<file path="config.mk">
export PLATFORM = sky130hd
export DESIGN_NAME = swb_polygon
export DESIGN_NICKNAME = d
export VERILOG_FILES = /design/src/rtl/swb_pkg.sv /design/src/rtl/swb_cfg_chain.sv /design/src/rtl/swb_fabric.sv /design/src/rtl/swb_resolve.sv /design/src/rtl/swb_polygon.sv
export SDC_FILE = /design/constraint.sdc
export NUM_CORES = 1
export LEC_CHECK = 0
export BUFFER_PORTS_ARGS = -buffer_cell sky130_fd_sc_hd__buf_2
export CORE_AREA = 2 2 93 95
export CTS_CLUSTER_SIZE = 10
export DETAILED_ROUTE_END_ITERATION = 12
export DIE_AREA = 0 0 95 97
export SLEW_MARGIN = 30
export SYNTH_ARGS = -nofsm -noshare
export SYNTH_HDL_FRONTEND = slang
export SYNTH_SLANG_ARGS = --single-unit
</file>
<file path="constraint.sdc">
create_clock -name clk -period 4.7 [get_ports clk]
set_input_delay 0.235 -clock clk [delete_from_list [all_inputs] [get_ports clk]]
set_output_delay 0.235 -clock clk [all_outputs]
set_load 0.01 [all_outputs]
</file>
<file path="src/rtl/swb_pkg.sv">
package swb_pkg;

    // Group of a side, counted from 0: 0 pads, 1 logic outputs, 2 logic inputs
    function automatic int side_group(input int side, input int sp, input int so);
        if (side < sp) begin
            return 0;
        end
        if (side < sp + so) begin
            return 1;
        end
        return 2;
    endfunction

    function automatic int switch_total(input int m, input int sp, input int so, input int si);
        return m * (sp * so + sp * si + so * si);
    endfunction

    // Terminal index of one end of switch idx (far_end selects the higher side)
    function automatic int switch_end(input int idx, input bit far_end,
                                      input int m, input int sp, input int so, input int si);
        int sides;
        int cnt;
        sides = sp + so + si;
        cnt   = 0;
        for (int i = 0; i < sides; i++) begin
            for (int k = i + 1; k < sides; k++) begin
                if (side_group(i, sp, so) != side_group(k, sp, so)) begin
                    for (int j = 0; j < m; j++) begin
                        if (cnt == idx) begin
                            return far_end ? (k * m + (m - 1 - j)) : (i * m + j);
                        end
                        cnt++;
                    end
                end
            end
        end
        return 0;
    endfunction

endpackage

</file>
<file path="src/rtl/swb_cfg_chain.sv">
module swb_cfg_chain #(
    parameter int NSW = 10
) (
    input  logic           clk,
    input  logic           rst,
    input  logic           cfg_en,
    input  logic           cfg_data,
    output logic [NSW-1:0] cfg_q
);

    typedef struct packed {
        logic [NSW-1:0] bits;
    } chain_t;

    chain_t st_d, st_q;

    always_comb begin
        st_d = st_q;
        if (rst) begin
            st_d.bits = '0;
        end else if (cfg_en) begin
            st_d.bits = {st_q.bits[NSW-2:0], cfg_data};
        end
    end

    always_ff @(posedge clk) begin
        st_q <= st_d;
    end

    assign cfg_q = st_q.bits;

endmodule

</file>
<file path="src/rtl/swb_fabric.sv">
module swb_fabric
    import swb_pkg::*;
#(
    parameter int M  = 2,
    parameter int SP = 1,
    parameter int SO = 1,
    parameter int SI = 2,
    localparam int N   = (SP + SO + SI) * M,
    localparam int NSW = switch_total(M, SP, SO, SI)
) (
    input  logic [NSW-1:0]        cfg_q,
    output logic [N-1:0][N-1:0]   reach
);

    logic [N-1:0][N-1:0] adj_d;
    logic [N-1:0][N-1:0] clos_d;

    // Direct adjacency from ON switches, each terminal reaching itself
    always_comb begin
        adj_d = '0;
        for (int t = 0; t < N; t++) begin
            adj_d[t][t] = 1'b1;
        end
        for (int s = 0; s < NSW; s++) begin
            if (cfg_q[s]) begin
                adj_d[switch_end(s, 1'b0, M, SP, SO, SI)][switch_end(s, 1'b1, M, SP, SO, SI)] = 1'b1;
                adj_d[switch_end(s, 1'b1, M, SP, SO, SI)][switch_end(s, 1'b0, M, SP, SO, SI)] = 1'b1;
            end
        end
    end

    // Transitive closure, pivot terminal outermost
    always_comb begin
        clos_d = adj_d;
        for (int k = 0; k < N; k++) begin
            for (int a = 0; a < N; a++) begin
                if (clos_d[a][k]) begin
                    clos_d[a] = clos_d[a] | clos_d[k];
                end
            end
        end
    end

    assign reach = clos_d;

endmodule

</file>
<file path="src/rtl/swb_resolve.sv">
module swb_resolve #(
    parameter int N = 8
) (
    input  logic [N-1:0][N-1:0] reach,
    input  logic [N-1:0]        drv_en,
    input  logic [N-1:0]        drv_val,
    output logic [N-1:0]        res_val,
    output logic                conflict
);

    logic [N-1:0] src_d;
    logic [N-1:0] res_d;
    logic         clash_d;

    always_comb begin
        src_d   = drv_en & drv_val;
        res_d   = '0;
        clash_d = 1'b0;
        for (int t = 0; t < N; t++) begin
            res_d[t] = |(reach[t] & src_d);
            if ($countones(reach[t] & drv_en) > 1) begin
                clash_d = 1'b1;
            end
        end
    end

    assign res_val  = res_d;
    assign conflict = clash_d;

endmodule

</file>
<file path="src/rtl/swb_polygon.sv">
module swb_polygon
    import swb_pkg::*;
#(
    parameter int M  = 2,
    parameter int SP = 1,
    parameter int SO = 1,
    parameter int SI = 2,
    localparam int S   = SP + SO + SI,
    localparam int N   = S * M,
    localparam int NSW = switch_total(M, SP, SO, SI)
) (
    input  logic         clk,
    input  logic         rst,
    input  logic         cfg_en,
    input  logic         cfg_data,
    input  logic [N-1:0] drv_en,
    input  logic [N-1:0] drv_val,
    output logic [N-1:0] res_val,
    output logic         conflict
);

    generate
        if ((M % 2) != 0 || M < 2 || SP < 1 || SO < 1 || SI < 1) begin : g_bad_param
            $error("swb_polygon: M must be even and every group needs one side");
        end
    endgenerate

    logic [NSW-1:0]      cfg_q;
    logic [N-1:0][N-1:0] reach;

    swb_cfg_chain #(.NSW(NSW)) i_chain (
        .clk      (clk),
        .rst      (rst),
        .cfg_en   (cfg_en),
        .cfg_data (cfg_data),
        .cfg_q    (cfg_q)
    );

    swb_fabric #(.M(M), .SP(SP), .SO(SO), .SI(SI)) i_fabric (
        .cfg_q (cfg_q),
        .reach (reach)
    );

    swb_resolve #(.N(N)) i_resolve (
        .reach    (reach),
        .drv_en   (drv_en),
        .drv_val  (drv_val),
        .res_val  (res_val),
        .conflict (conflict)
    );

endmodule

</file>
## After elaboration in Yosys (flattened, before gate mapping)

Cells that the tools add are included.

| operators by class | value |
|---|---|
| add/sub/neg operators | 127 |
| $lt $le $gt $ge | 52 |
| equality and inequality tests | 122 |
| multiplexer cells | 2093 |
| bitwise operators | 100 |
| reductions and logical operators | 39 |

Operators by type and width:

| operator | count |
|---|---|
| 32-bit 2-to-1 mux | 1049 |
| 32-bit by 2-bit adder with 32-bit output, second input constant | 71 |
| 32-bit by 3-bit != test with 1-bit output, second input constant | 40 |
| 64-bit OR | 19 |
| 32-bit by 4-bit == test with 1-bit output, second input constant | 32 |
| 1-bit 2-to-1 mux | 836 |
| 32-bit adder | 24 |
| 32-bit by 1-bit greater-or-equal comparator with 1-bit output, second input constant | 22 |
| 32-bit by 5-bit < comparator with 1-bit output, second input constant | 22 |
| 8-bit 2-to-1 mux | 84 |
| 64-bit 2-to-1 mux | 10 |
| 32-bit by 3-bit == test with 1-bit output, second input constant | 16 |
| 32-bit by 5-bit == test with 1-bit output, second input constant | 16 |
| 8-bit OR | 64 |
| 8-bit demux with 3-bit select | 20 |
| 32-bit != test | 10 |
| 32-bit logical NOT | 9 |
| 32-bit by 2-bit == test with 1-bit output, second input constant | 8 |
| 32-bit by 2-bit greater-than comparator with 1-bit output, second input constant | 8 |
| 8-bit bitwise AND | 17 |
| 2-bit 2-to-1 mux | 65 |
| 1-bit by 1-bit adder with 2-bit output | 32 |
| 8-bit OR reduction | 8 |
| 1-bit demux with 3-bit select | 20 |
| other kinds (2) | 31 |

| word-level totals | value |
|---|---|
| register bits | 10 |
| input bits | 20 |
| output and inout port bits | 9 |
| word-level logic and storage cells | 2534 |

## Logic depth before layout (Yosys ltp)

Gate-level depths: netlist of run 1.

| logic depth | value |
|---|---|
| depth after elaboration | 190 |
| depth in mapped cells | 19 |
| mapped depth without buffers | 18 |

## Cells and area by module

Synthesis of run 1 repeated with hierarchy kept, for this count alone.

| second synthesis, totals | value |
|---|---|
| cells, all modules | 482 |
| area total of the unflattened synthesis | 3783.6 um^2 |

Modules (own cells, without submodules):

| module | times used | cells each | area an instance (um^2) | sequential area each (um^2) |
|---|---|---|---|---|
| swb_resolve | 1 | 259 | 2187.1 | 0.0 |
| swb_fabric | 1 | 191 | 1243.7 | 0.0 |
| swb_cfg_chain | 1 | 32 | 352.8 | 200.2 |

## Worst setup path before layout of run 1

No wires, ideal clock.

| timing | value |
|---|---|
| path type | register to output |
| start | register i_chain.st_q (netlist bit i_chain.cfg_q[1]) |
| end | output port conflict |
| arrival time | 4153 ps |
| data required time | 4465 ps |
| setup slack | 312 ps |
| cell stages (with the launch flop) | 20 |
| path buffers | 1 |
| cells stage by stage | dfxtp_1 > buf_2 > o211ai_1 > a21oi_1 > o22ai_2 > o21ba_4 > o21ai_2 > a21oi_1 > nor2b_1 > ha_1 > inv_1 > fa_1 > inv_1 > fa_1 > ha_1 > inv_1 > fa_1 > nand4b_1 > nor4_1 > nand3_1 |

| between the ends | value |
|---|---|
| cells in the longest elaborated chain, start to end | 68 |
| elaborated cells on any way between the ends | 233 |
| classes of those cells | add/sub (56); order compare (8); mux (81); bitwise (88) |

RTL lines:

| element | RTL line | source |
|---|---|---|
| start, declared | swb_cfg_chain.sv:15 | `chain_t st_d, st_q;` |
| start signal, assigned | swb_cfg_chain.sv:27 | `st_q <= st_d;` |
| 64-bit 2-to-1 mux * | swb_fabric.sv:25 | `if (cfg_q[s]) begin` |
| 64-bit OR (no line) (2 in a row) | - |  |
| 64-bit 2-to-1 mux * | swb_fabric.sv:25 |  |
| 64-bit OR (no line) (2 in a row) | - |  |
| 64-bit 2-to-1 mux * | swb_fabric.sv:25 |  |
| 64-bit OR (no line) (2 in a row) | - |  |
| 64-bit 2-to-1 mux * | swb_fabric.sv:25 |  |
| 64-bit OR (no line) (2 in a row) | - |  |
| [41 not listed] | - |  |
| 8-bit OR | swb_fabric.sv:38 | `clos_d[a] = clos_d[a] \| clos_d[k];` |
| 8-bit 2-to-1 mux | swb_fabric.sv:37 | `if (clos_d[a][k]) begin` |
| 8-bit bitwise AND | swb_resolve.sv:21 | `if ($countones(reach[t] & drv_en) > 1) begin` |
| 1-bit by 1-bit adder with 2-bit output (implied by the code) | swb_resolve.sv:21 |  |
| 32-bit adder (implied by the code) (2 in a row) | swb_resolve.sv:21 |  |
| 32-bit by 2-bit greater-than comparator with 1-bit output | swb_resolve.sv:21 |  |
| 1-bit 2-to-1 mux (7 in a row) | swb_resolve.sv:21 |  |
| 1-bit 2-to-1 mux * | swb_resolve.sv:21 |  |
| end, declared | swb_polygon.sv:19 | `output logic conflict` |

Every way passes the cells marked *; elsewhere a longest branch is shown, timed or not.

## Worst setup path after layout of run 1

| timing | value |
|---|---|
| start | register i_chain.st_q (netlist bit i_chain.cfg_q[2]) |
| end | output port conflict |

| between the ends | value |
|---|---|
| cells in the longest elaborated chain, start to end | 65 |
| elaborated cells on any way between the ends | 230 |
| classes of those cells | add/sub (56); order compare (8); mux (80); bitwise (86) |

RTL lines:

| element | RTL line |
|---|---|
| 64-bit 2-to-1 mux * | swb_fabric.sv:25 |
| 64-bit OR (no line) (2 in a row) | - |
| 64-bit 2-to-1 mux * | swb_fabric.sv:25 |
| 64-bit OR (no line) (2 in a row) | - |
| 64-bit 2-to-1 mux * | swb_fabric.sv:25 |
| 64-bit OR (no line) (2 in a row) | - |
| 64-bit 2-to-1 mux * | swb_fabric.sv:25 |
| 64-bit OR (no line) (2 in a row) | - |
| [38 not listed] | - |
| 8-bit OR | swb_fabric.sv:38 |
| 8-bit 2-to-1 mux | swb_fabric.sv:37 |
| 8-bit bitwise AND | swb_resolve.sv:21 |
| 1-bit by 1-bit adder with 2-bit output (implied by the code) | swb_resolve.sv:21 |
| 32-bit adder (implied by the code) (2 in a row) | swb_resolve.sv:21 |
| 32-bit by 2-bit greater-than comparator with 1-bit output | swb_resolve.sv:21 |
| 1-bit 2-to-1 mux (7 in a row) | swb_resolve.sv:21 |
| 1-bit 2-to-1 mux * | swb_resolve.sv:21 |

Marked as above.

==> results of run 1 <==
## power groups by stage
stage	clock, uW	combinational (uW)	sequential, uW
4_1_cts	86.6	80.8	85.7
3_5_place_dp	0	78.5	89.9
6_report	82.6	83.0	85.8
2_1_floorplan	0	45.3	88.5
3_3_place_gp	0	79.3	89.9
5_1_grt	90.1	90.3	86.0
## synth_stat cells (2+ instances only)
master	count	area share, %
inv_1	68	7.1
o22ai_2	2	0.69
buf_6	4	1.2
nand4b_1	3	0.73
buf_1	3	0.31
mux2i_1	10	2.8
o21ai_2	3	0.73
nor2b_1	26	4.5
a21o_1	4	0.83
a221oi_1	2	0.49
o21ai_0	15	2.1
nand2_1	16	1.7
a221oi_2	2	0.83
or3_1	3	0.52
ha_1	48	17
nand3_1	12	1.7
a32o_1	2	0.55
dfxtp_1	10	5.5
a21oi_2	3	0.73
a211oi_1	2	0.42
clkbuf_1	6	0.62
fa_1	32	18
a221oi_4	2	1.5
and2b_1	2	0.42
and2_1	37	6.4
a32oi_1	9	2.2
o221ai_1	4	0.97
a21oi_1	28	3.9
o21ai_1	2	0.28
a31oi_1	4	0.69
a22o_1	2	0.49
o211ai_1	5	1.0
o22ai_1	7	1.2
and2_4	3	0.73
nor2_1	24	2.5
o211a_1	3	0.83
buf_2	7	0.97
## metrics by stage
step / instance area [um2] / utilization [%] / total power (uW)
2_1_floorplan: 3610 / - / 134
3_3_place_gp: 4240 / 52.1 / 169
3_5_place_dp: 4240 / 52.1 / 168
4_1_cts: 4590 / 56.4 / 253
5_1_grt: 4620 / 56.8 / 266
6_report: 4620 / 56.8 / 251
## critical path, stage by stage, from the launching register on
cell	delay, ns
dfxtp_4	0.36
buf_4	0.16
and2_4	0.16
a31o_4	0.22
a221oi_4	0.34
o21ai_4	0.13
a221oi_4	0.34
buf_4	0.17
and2b_1	0.17
ha_1	0.20
fa_1	0.47
fa_1	0.55
ha_1	0.14
inv_1	0.05
fa_1	0.47
and4_1	0.19
nand3_1	0.07
buf_2	0.15
## per-layer routing
| metal | GRT usage [%] | vias to the layer above | routed length, um |
|---|---|---|---|
| met5 | 0 | - | 0 |
| li1 | - | 1710 | - |
| met3 | 2.34 | 19 | 791 |
| met2 | 40.6 | 148 | 5140 |
| met1 | 35.9 | 1724 | 5080 |
| met4 | 5.02 | 0 | 247 |
## logic make-up after synthesis
family / after synthesis
simple gates: 136
mux: 10
fa+ha+maj: 80
buf+inv: 89
flops: 10
compound gates: 115
## how the worst max path moves through the flow
| stage | from | end | slack, ns |
|---|---|---|---|
| floorplan | i_chain.cfg_q[1] | conflict | 0.31 |
| global placement | i_chain.cfg_q[2] | conflict | -0.17 |
| detailed placement | i_chain.cfg_q[2] | conflict | -0.17 |
| CTS | i_chain.cfg_q[2] | conflict | -0.08 |
| global route | i_chain.cfg_q[3] | conflict | -0.34 |
| finish | i_chain.cfg_q[2] | conflict | -0.09 |
## cell usage in the layout (no fill, tap or decap), types with 3 or more instances in the layout
cell type / n
ha_1: 48
buf_2: 28
a21oi_1: 21
o21ai_4: 4
or3_1: 3
mux2i_1: 10
a21o_1: 4
a221oi_4: 3
nand3_1: 12
nor2_1: 22
o211a_1: 3
buf_6: 5
and2_4: 3
buf_4: 73
dfxtp_4: 6
nand4b_1: 3
a32oi_1: 9
o21ai_0: 9
nor2b_1: 26
o221ai_1: 3
nand2_1: 15
o22ai_1: 7
clkbuf_8: 3
fa_2: 3
o21ai_1: 5
and2_1: 36
inv_1: 67
a21oi_4: 3
o211ai_1: 5
a21oi_2: 7
fa_1: 29
dfxtp_2: 4
a31oi_1: 4
## repair_timing
| item | in CTS | in global routing |
|---|---|---|
| buffers inserted | 15 | 0 |
| cloned | 0 | 0 |
| gates resized for setup | 55 | 9 |
| pin swaps | 25 | 1 |
| setup endpoints to repair | 1 | 1 |
## final cells by class
class / count / area, um2
fillers: 749 / 3510
multi-input cells: 341 / 3210
repair buffers: 106 / 744
inverters: 69 / 260
flip-flops and latches: 10 / 228
well taps: 105 / 131
clock buffers: 3 / 41.3
==> results.cfg, run 1 <==
[sta]
setup_viol = 1
fmax_mhz = 209
relSlewSlack_pct = 62.5
min_period_over_period_pct = 102
finalCriticalPeriod_ns = 4.79
rsz0062_at_grt = yes
finalSetupTns_ns = -0.0913
tightestPinTransition_ns = 0.557
hold_violations = 0
hold_slack_ns = 0.251
drv_slew = 0
skew_ns = 0.00105
fin_ws_ns = -0.0913

[cts]
clockBufferDepth = 2
cts_tree = done
clk_latency_ns = 0.23
cts-root-buf = clkbuf_8
htreeDepth = 1
cts_hold_buf = 0
numCtsBuffers = 3
cts.reportedPaths.clkPinSlew_ns = 0.04
cts.sinks = 10

[route]
vias = 3601
first_pass_iters = 5
wl_per_cell_um = 17.8
vias_per_cell = 5.68
drt_wl_total_um = 11300
ant_nets = 0
drt_iter0_markers = 299
drc = 0

[outcome]
violations = setup timing
status = finished with violations

[global_route]
grt_overflow = 0
antenna_found_initial = 0
grt_first_pass_wirelength_um = 18200
grt_max_degree = 13
grt_pass1_vias = 3572
grt_use_total_pct = 25.0

[worst_setup_path]
reg2reg_depth = 3
critical_path_required_ns = 4.47
end_kind = output port
critPathLaunchType = flip-flop
path_class = reg2out
arrival_ns = 4.56
crit_fanout = 6
reg2reg_to = i_chain.cfg_q[8]
r2r-start = i_chain.cfg_q[8]
r2r_slack_ns = 3.88

[synthesis]
syn-num-nets = 540
ys_async_sr_fraction_pct = 0
post_synth_num_cell_types = 62
yosys.area_share.simple_pct = 21.3
yosys.area_share.adder_pct = 34.4
syn_avg_cell_area_um2 = 8.20
synth.ff_latch_count = 10
synth_edf_count = 0
netlist_area_um2 = 3610
ys_seq_area_share_pct = 5.55
yosysWarnings = 0
ys.flop_type = dfxtp_1
synth_top_family_by_area = adder cells
synthMuxAreaShare_pct = 2.77
synth_xor_area_share_pct = 0
syn_inst = 440
synth_compound_area_share_pct = 25.6

[floorplanning]
coreArea_um2 = 8130
ios = 29
start_util_pct = 44.3
die_h_um = 97
die_x_um = 95
dieArea_um2 = 9220
rows = 33

[flow_run]
drv_cap = 0

[hold_path]
worstHoldPathCells = 3
min_from = cfg_data
holdPathEnd = i_chain.cfg_q[0]
hold_path.class = in2reg

[power]
seq_power_share_pct = 34.1
power.internal_uw = 171
switching_share_pct = 31.8
vdd_drop_max_uv = 219
switchingPower_uw = 80.0
p_clk_share_pct = 32.9
power_density_nw_per_um2 = 54.4
p_comb_share_pct = 33.0
p_leak_uw = 0.00222

[placed_design]
place_inst = 616
port_buffers = 28
dpl_worst_slack_ns = -0.173
hpwl_um = 9310
gpl.final_weighted_congestion = 0.931

[final_layout]
n_antenna_cell = 0
drive_gt1_share_pct = 32.1
fin_nets = 631
syn2layout_area_growth_pct = 28.1
fin_cells = 634
largest_register_ffs = 10
Note: power is estimated with default switching activity, not from simulation.
==> inputs of run 2 (changes only) <==
- BUFFER_PORTS_ARGS: -buffer_cell sky130_fd_sc_hd__buf_2 -> unset
- DONT_BUFFER_PORTS: unset -> 1
==> results.cfg, run 2 (synthesis results as in run 1) <==
[outcome]
status = finished with violations
violations = setup timing

[floorplanning]
rows = 33
coreArea_um2 = 8130
start_util_pct = 44.3
die_h_um = 97
die_x_um = 95
dieArea_um2 = 9220
ios = 29

[global_route]
antenna_found_initial = 0
grt_max_degree = 13
grt_first_pass_wirelength_um = 18500
grt_use_total_pct = 25.5
grt_overflow = 0
grt_pass1_vias = 3552

[power]
vdd_drop_max_uv = 209
power_density_nw_per_um2 = 48.5
p_total_uw = 228
p_leak_uw = 0.00219

[sta]
hold_slack_ns = 0.0603
fin_ws_ns = -0.130
fmax_mhz = 207
setup_viol = 1
tightestPinTransition_ns = 0.422
relSlewSlack_pct = 71.9
min_period_over_period_pct = 103
hold_violations = 0
drv_slew = 0
skew_ns = 0.00298
finalCriticalPeriod_ns = 4.83
rsz0062_at_grt = yes

[hold_path]
min_from = rst
hold_path.class = in2reg

[placed_design]
gpl.final_weighted_congestion = 0.954
hpwl_um = 9370
post_dp_cell_area_um2 = 4090
port_buffers = 0
dpl_worst_slack_ns = -0.0406

[final_layout]
final_common_cell = buf_4
nFillCells = 713
final_cell_mix = 77 x buf_4, 65 x inv_1, 45 x ha_1
drive_gt1_share_pct = 34.2
syn2layout_area_growth_pct = 30.3
fin_nets = 614
largest_register_ffs = 10
n_antenna_cell = 0
stdcell_area_um2 = 4700

[route]
drc = 0
vias = 3653
wl_per_cell_um = 19.3
drt_wl_total_um = 11900
ant_nets = 0
drt_iter0_markers = 331
vias_per_cell = 5.92
first_pass_iters = 5

[cts]
numCtsBuffers = 3
cts_hold_buf = 0
cts-root-buf = clkbuf_8
clockBufferDepth = 2
htreeDepth = 1
cts.sinks = 10
clk_latency_ns = 0.23
cts.reportedPaths.clkPinSlew_ns = 0.04
cts_tree = done

[worst_setup_path]
arrival_ns = 4.60
critPathMaxStageDelay_ns = 0.56
cpMaxStageDelayCell = fa_1
r2r-start = i_chain.cfg_q[2]
path_class = reg2out
crit_fanout = 6
path_cells = a22oi_2 -> buf_4 -> nand2_4 -> nor2_4 -> buf_6 -> o21bai_4 -> buf_4 -> a21boi_4 -> o211a_1 -> nor2b_2 -> ha_2 -> fa_1 -> fa_1 -> ha_1 -> inv_1 -> fa_1 -> nand4b_1 -> nor4_4 -> nand3_2
crit_family = adder cells
critical_path_required_ns = 4.47
cpMostUsedCell = fa_1
critical_path.startpoint = i_chain.cfg_q[2]
crit_buf_inv = 4
end_kind = output port
critPathLaunchType = flip-flop

[flow_run]
drv_cap = 0
## run 2: repair_timing
item,CTS,global route
setup buffers,15,12
setup endpoints to repair,1,1
pin swaps,19,24
gates resized for setup,34,66
cloned,0,0
## run 2: report_power, final
part	internal, uW	leakage, uW	switching [uW]
clock network	55.7	0.0000216	29.1
registers	83.0	0.0000878	2.33
logic	24.7	0.00208	33.0
total	163	0.00219	64.5
## run 2: worst reg2reg max path, stage by stage (launching register included)
cell and delay (ns):
dfxtp_4 0.36, buf_4 0.14, mux2i_1 0.15, nor2_1 0.06
## run 2: cell type report
class	count	area, um2	area share (%)
Timing Repair Buffer	89	713	15.2
Multi-Input combinational cell	341	3320	70.7
Tap cell	105	131	2.80
Inverter	69	263	5.59
Clock buffer	3	41.3	0.879
Sequential cell	10	230	4.90
## run 2: through the flow
stage,instances,TNS (ns),util (%)
after global placement,587,-0.0223,50.3
after detailed placement,587,-0.0406,50.3
after global routing,617,-0.280,57.8
final,617,-0.130,57.8
after CTS,605,-0.00991,53.6
after floorplan,440,0,-
## run 2: worst paths after layout
path / to / depth (start not counted) / slack (ns)
max: conflict / 19 / -0.13
min: i_chain.cfg_q[8] / 1 / 0.06
max reg2reg: i_chain.cfg_q[2] / 3 / 3.88
min reg2reg: i_chain.cfg_q[0] / 2 / 0.56
## run 2: metal layers
layer	part of all wire, %	global-route usage, %
met1	43	35.4
met2	45	39.9
met3	9.4	5.37
met4	2.4	7.25
met5	0	0
==> inputs of run 3 (changes only) <==
- CTS_CLUSTER_DIAMETER: unset -> 100
- GPL_ROUTABILITY_DRIVEN: unset -> 0
- clock period: 4.7 -> 3.9 ns (I/O delays scaled with it)
==> results.cfg, run 3 (synthesis results as in run 1) <==
[outcome]
status = finished with violations
violations = setup timing

[route]
drt_iter0_markers = 302
vias_per_cell = 5.70
ant_nets = 0
drt_wl_total_um = 11600
met3_length_um = 694
wl_per_cell_um = 18.1
drc = 0
first_pass_iters = 5
wl_met1_um = 5170
top_layer = met4
vias = 3661
wl_met2_um = 5570

[floorplanning]
rows = 33
start_util_pct = 44.3
die_h_um = 97
die_x_um = 95
ios = 29
dieArea_um2 = 9220
coreArea_um2 = 8130

[cts]
htreeDepth = 1
cts-root-buf = clkbuf_8
numCtsBuffers = 3
clockBufferDepth = 2
cts_tree = done
cts_hold_buf = 0
cts.sinks = 10
clk_latency_ns = 0.23
cts.reportedPaths.clkPinSlew_ns = 0.05

[worst_setup_path]
critPathLaunchType = flip-flop
arrival_ns = 4.51
crit_fanout = 6
path_class = reg2out
critical_path_required_ns = 3.70
end_kind = output port

[sta]
skew_ns = 0.00328
hold_violations = 0
setup_viol = 1
fin_ws_ns = -0.802
tightestPinTransition_ns = 0.518
min_period_over_period_pct = 121
rsz0062_at_grt = yes
drv_slew = 0
finalCriticalPeriod_ns = 4.70
relSlewSlack_pct = 65.5
fmax_mhz = 213

[power]
vdd_drop_max_uv = 180
power_density_nw_per_um2 = 56.8
p_leak_uw = 0.00232

[final_layout]
fin_cells = 642
fin_nets = 639
multi_input_area_um2 = 3280
nFillCells = 723
drive_gt1_share_pct = 38.2
final_core_util_pct = 59.3
n_antenna_cell = 0
syn2layout_area_growth_pct = 33.7
final_common_cell = buf_4
largest_register_ffs = 10
seq_area_um2 = 228
final_cell_mix = 110 x buf_4, 59 x inv_1, 42 x ha_1

[placed_design]
hpwl_um = 9570
place_inst = 617
port_buffers = 0

[flow_run]
drv_cap = 0

[global_route]
grt_first_pass_wirelength_um = 18200
grt_max_degree = 13
antenna_found_initial = 0
grt_use_total_pct = 24.8
grt_pass1_vias = 3649
grt_overflow = 0

[hold_path]
hold_path.class = in2reg
run 3: cell count changes in the layout (fill, tap and decap cells not counted), moves of 3 or more:
cell     before  now
a21oi_2       9    6
ha_1         45   42
buf_6        12    3
inv_2         2    9
inv_1        65   59
o21ai_1       7    4
o21ai_0       8   11
a21oi_1      17   21
buf_4        77  110
run 3: per-layer routing:
layer	track usage [%]	up-vias
li1	-	1720
met1	32.4	1772
met2	42.6	150
met3	5.30	19
met4	3.90	0
met5	0	-
run 3: final timing paths:
| check | startpoint | endpoint | slack (ns) | depth (start not counted) |
|---|---|---|---|---|
| worst min-delay path | rst | i_chain.cfg_q[2] | 0.02 | 1 |
| worst max-delay path | i_chain.cfg_q[1] | conflict | -0.80 | 17 |
| worst min register to register | i_chain.cfg_q[9] | i_chain.cfg_q[9] | 0.67 | 3 |
| worst max register to register | i_chain.cfg_q[2] | i_chain.cfg_q[3] | 2.99 | 4 |
run 3: timing repair:
item	CTS	global route
setup buffers	16	6
setup endpoints to repair	1	1
pin swaps	27	12
resized for setup	38	17
run 3: layout make-up:
class	count	share of cell area [%]
Sequential cell	10	4.72
Multi-Input combinational cell	341	68.1
Inverter	69	5.39
Tap cell	105	2.72
Timing Repair Buffer	114	18.2
Clock buffer	3	0.856
run 3: critical path, cell delays in order, from the launching register on:
cell,delay [ns]
dfxtp_4,0.36
buf_6,0.13
buf_4,0.15
a31o_4,0.25
a221oi_4,0.40
o21ai_4,0.14
buf_4,0.17
a221oi_2,0.24
buf_4,0.17
nor2b_1,0.05
ha_1,0.21
fa_1,0.49
fa_1,0.55
ha_1,0.15
inv_1,0.05
fa_1,0.47
and4_1,0.19
nand3_2,0.09
run 3: metrics by stage:
step	area [um2]	hold WS, ns	worst slack, ns	total power [uW]	setup TNS (ns)
finish	4820	0.0187	-0.802	274	-0.802
global route	4820	0.00570	-0.958	292	-0.958
CTS	4720	0.0131	-0.760	275	-0.760
detailed placement	4460	0.265	-0.725	171	-0.725
global placement	4460	0.262	-0.626	170	-0.626
floorplan	3760	0.343	-0.226	163	-0.226
run 3: power breakdown:
part	internal (uW)	switching, uW	total (uW)
combinational	29.7	37.2	66.9
sequential	101	2.54	103
clock	67.3	36.9	104
total	198	76.7	274
